**src/rtl/crc_chk_pkg.sv**
```systemverilog
package crc_chk_pkg;
  localparam int BYTE_W = 8;

  typedef enum logic {
    PH_CLOSED = 1'b0,
    PH_OPEN   = 1'b1
  } frame_ph_t;
endpackage

```
**src/rtl/crc_chk_track.sv**
```systemverilog
module crc_chk_track #(
  parameter int               CRC_W  = 32,
  parameter logic [CRC_W-1:0] PRESET = '1
) (
  input  logic             clk,
  input  logic             rst_n,
  input  logic             in_valid,
  input  logic             in_sof,
  input  logic             in_eof,
  input  logic [CRC_W-1:0] nxt_i,
  output logic [CRC_W-1:0] base_o,
  output logic             open_o,
  output logic             eof_take_o
);
  import crc_chk_pkg::*;

  frame_ph_t        phase;
  logic [CRC_W-1:0] crc_q;
  logic             take;

  // A byte counts when it opens a frame or belongs to an open one.
  assign take       = in_valid & (in_sof | (phase == PH_OPEN));
  assign eof_take_o = take & in_eof;
  assign base_o     = in_sof ? PRESET : crc_q;
  assign open_o     = (phase == PH_OPEN);

  always_ff @(posedge clk) begin
    if (!rst_n) begin
      phase <= PH_CLOSED;
      crc_q <= PRESET;
    end else if (take) begin
      crc_q <= nxt_i;
      phase <= in_eof ? PH_CLOSED : PH_OPEN;
    end
  end

  // idle cycles leave the state alone
  a_r5_idle_holds: assert property (@(posedge clk) disable iff (!rst_n)
    !in_valid |=> ($stable(crc_q) && $stable(phase)));

  // with no frame open and no start, the register does not move
  a_r7_closed_holds: assert property (@(posedge clk) disable iff (!rst_n)
    ((phase == PH_CLOSED) && !(in_valid && in_sof)) |=> $stable(crc_q));
endmodule

```
**config.mk**
```make
export PLATFORM = sky130hd
export DESIGN_NAME = crc_chk_track
export DESIGN_NICKNAME = d
export VERILOG_FILES = /design/src/rtl/crc_chk_pkg.sv /design/src/rtl/crc_chk_track.sv
export SDC_FILE = /design/constraint.sdc
export NUM_CORES = 1
export LEC_CHECK = 0
export BUFFER_PORTS_ARGS = -buffer_cell sky130_fd_sc_hd__buf_2
export CAP_MARGIN = 20
export CELL_PAD_IN_SITES_DETAIL_PLACEMENT = 0
export CELL_PAD_IN_SITES_GLOBAL_PLACEMENT = 1
export CORE_UTILIZATION = 25
export DETAILED_ROUTE_END_ITERATION = 12
export PLACE_DENSITY = 0.6
export SLEW_MARGIN = 20
export SYNTH_ARGS = -nofsm -noshare
export SYNTH_HDL_FRONTEND = slang
export SYNTH_SLANG_ARGS = --single-unit
```
**constraint.sdc**
```tcl
create_clock -name clk -period 2.75 [get_ports clk]
set_input_delay 0.275 -clock clk [delete_from_list [all_inputs] [get_ports clk]]
set_output_delay 0.275 -clock clk [all_outputs]
set_load 0.05 [all_outputs]
```
---- Yosys cells after proc, flatten, opt, wreduce, memory -nomap -nowiden ----
Cells that the tools add are included.
storage, ports and cells
  bits in registers ....................... 33
  input port bits ......................... 37
  output and inout port bits .............. 34
  word-level logic and storage cells ...... 7
cells by class
  muxes and demuxes ....................... 2
  bitwise gates (word level) .............. 3
operators with widths
  operator     number
  $mux 32      1
  $and 1x1->1  2
  $mux 1       1
  $or 1x1->1   1

---- Logic depth before layout (Yosys ltp) ----
  depth after elaboration ................. 3
  gate-level depth with buffers ........... 4
  mapped depth without buffers ............ 2

---- Least setup slack after synthesis ----
OpenSTA, ideal clock, no wires.
  path kind ............................... register to output
  start ................................... register phase, in the netlist open_o
  end ..................................... output port eof_take_o
  arrival time ............................ 1.703 ns
  path slack .............................. 0.772 ns
  stages on the path, launching flop included .. 4
  cell sequence ........................... dfxtp_1 -> nor2_2 -> buf_6 -> nor2_1
on the way
  cells in the longest elaborated chain, start to end .. 3
ends and longest elaborated chain
  element                   RTL line             source
  start: declaration        crc_chk_track.sv:17  frame_ph_t phase;
  start signal: assignment  crc_chk_track.sv:33  phase <= in_eof ? PH_CLOSED : PH_OPEN;
  $or 1x1->1                crc_chk_track.sv:22  assign take = in_valid & (in_sof | (phase == PH_OPEN));
  $and 1x1->1               crc_chk_track.sv:22
  $and 1x1->1               crc_chk_track.sv:23  assign eof_take_o = take & in_eof;
  end: declaration          crc_chk_track.sv:13  output logic eof_take_o
No other way between the ends.

---- Worst setup path after layout ----
Ends and elaborated chain as after synthesis.

==> impl_metrics.ini <==
[setup_path]
crit_path_start = open_o
crit_fanout = 13
cp_cell_sequence = nor2_4, nor2_1, buf_2
cpPeakStageDelay_ns = 0.39
worstPathArrival_ns = 1.36
required_ns = 2.48
crit_type = flop to output pin
critPathBufInv = 1
endpoint_kind = output pin
slowest_stage = nor2_4
r2r_start = open_o
critPathTopFamily = simple AND/OR/NAND/NOR gates
critPathLaunchType = flop

[timing]
tightest_slew_ns = 0.895
setup_viol = 0
finalCriticalPeriod_ns = 1.64
clock.fmax_mhz = 611
skew_ns = 0.00326
maxSlewViolCount = 0
rsz0062_at_grt = false
hold_viol_final = 0
tns_ns = 0
max_slew_margin_pct = 40.3
timing.hold.ws_ns = 0.297
fin_crit_sh_pct = 59.5

[cts]
cts_setup_buffers = 0
clockBufferDepth = 2
clkTransAtPathRegs_ns = 0.06
cts_resized = 0
tritoncts = yes
cts.sinks = 33
clock-root-buffer = clkbuf_8
cts_buffers = 5
holdBufCountCts = 0
htreeDepth = 2
worstSkewPairLatency_ns = 0.28

[finish]
final_nets = 283
syn_to_final_growth_pct = 25.2
diodes = 0
drive_gt1_share_pct = 57.7

[route]
first_pass_iters = 4
route.met2.wl_um = 2070
top_layer = met4
via_count = 1431
via_per_inst = 4.43
drc = 0
wl_per_cell_um = 13.3
drt_iter0_drc = 56
wl_met3_um = 230
wl_met1_um = 1890
final_antenna_net_count = 0
drt-total-wl_um = 4280

[synth]
synth_common_cells = 33 x dfxtp_1, 33 x nand2_1, 32 x inv_1, 32 x or2_2, 30 x o221ai_2
postSynthCellCount = 184
yosys.area.top_type = dfxtp_1
async_flop_share_pct = 0
synth-seq-cells = 33
netlist-cell-type-count = 15
synth.top_cell.area_share_pct = 38.2
synth_top_flop_cell = dfxtp_1
synth_sequential_area_ratio_pct = 38.2
synth_enable_flop_cells = 0
syn-num-nets = 221
synth_area_um2 = 1730
syn_avg_cell_area_um2 = 9.40
synth_warnings = 0
ys_top_cells_by_area = dfxtp_1 38%, o221ai_2 26%, or2_2 12%

[pwr]
max-vdd-ir-drop_mv = 0.140
p_per_area_nw_per_um2 = 545
seqPwrFrac_pct = 45.0
p_leak_nw = 1.01
p_int_w = 0.000807
p_switching_w = 0.000372
p_comb_share_pct = 24.2
clkPwrFrac_pct = 30.8
switching_share_pct = 31.6

[hold_path]
min_from = nxt_i[25]
min_path_type = primary input to flop

[floorplanning]
fp.dieH_um = 85.2
core_um2 = 6490
dieArea_um2 = 7250
initial_core_util_pct = 26.6
chipWidth_um = 85.2
io_pins = 71
rows = 29

[global_routing]
grt_pass1_vias = 1542
grt_usage_pct = 13.0
grt_pass1_wl_um = 7370
grt_max_degree = 36
antenna_found_initial = 0
overflow = 0

[flow_run]
drv_cap = 0

[placement]
gp_congestion = 0.642
dp_hpwl_um = 2910
port_buffers = 70

[run_status]
outcome = complete, no violations
==> metrics by stage <==
step	power [W]	cell area, µm²	utilization [%]	worst slack [ns]	instances
CTS	0.00120	2160	33.3	1.08	323
finish	0.00118	2160	33.3	1.11	323
floorplan	0.000769	1730	-	0.772	184
detailed placement	0.000833	2080	32.0	0.972	316
global route	0.00125	2160	33.3	1.01	323
global placement	0.000830	2080	32.0	0.997	316
==> registers in the layout, indices dropped and copies added, names as in the netlist <==
register	cells
crc_q	32
open_o	1
==> power groups by stage <==
stage,sequential [W],clock [W],combinational [W]
3_3_place_gp,0.000540,0,0.000290
2_1_floorplan,0.000539,0,0.000230
3_5_place_dp,0.000541,0,0.000292
6_report,0.000531,0.000363,0.000286
4_1_cts,0.000531,0.000378,0.000292
5_1_grt,0.000535,0.000401,0.000311
==> metal layers <==
metal / vias to the layer above / GRT usage [%]
li1: 725 / -
met1: 656 / 14.9
met2: 45 / 22.5
met3: 5 / 2.82
met4: 0 / 6.93
met5: - / 0
==> cell usage in the layout (no fill, tap or decap) <==
cell type	count
a21oi_1	1
and3b_1	1
buf_2	70
buf_4	2
clkbuf_1	1
clkbuf_8	6
dfxtp_1	33
inv_1	32
nand2_1	33
nor2_1	1
nor2_4	1
o21a_4	1
o221ai_1	2
o221ai_2	30
or2_2	32
==> kinds of logic (layout without fill, tap and decap cells) <==
logic type,after synthesis,in the layout,synth area share [%]
AO/OA/AOI/OAI,34,34,28.2
flip-flops,33,33,38.2
buffers and inverters,49,111,13.7
AND/OR/NAND/NOR,68,68,19.8
==> cell type report <==
class / count / area [µm²]
multi-input combinational: 102 / 836
fill: 707 / 4330
timing repair buffer: 72 / 365
clock buffer: 7 / 86.3
tap: 77 / 96.3
inverter: 32 / 120
sequential: 33 / 661
==> path summary, 6_finish.rpt <==
check,end,cells after the start,slack (ns)
worst max-delay path,eof_take_o,3,1.11
worst min-delay path,crc_q[25],3,0.30
worst max register to register,crc_q[26],3,1.25
worst min register to register,crc_q[19],2,0.51
==> tightest hold or removal path: stages <==
cell      delay, ns
buf_2          0.09
nand2_1        0.06
o221ai_2       0.09
No activity file was read; power rests on OpenSTA's default activity.
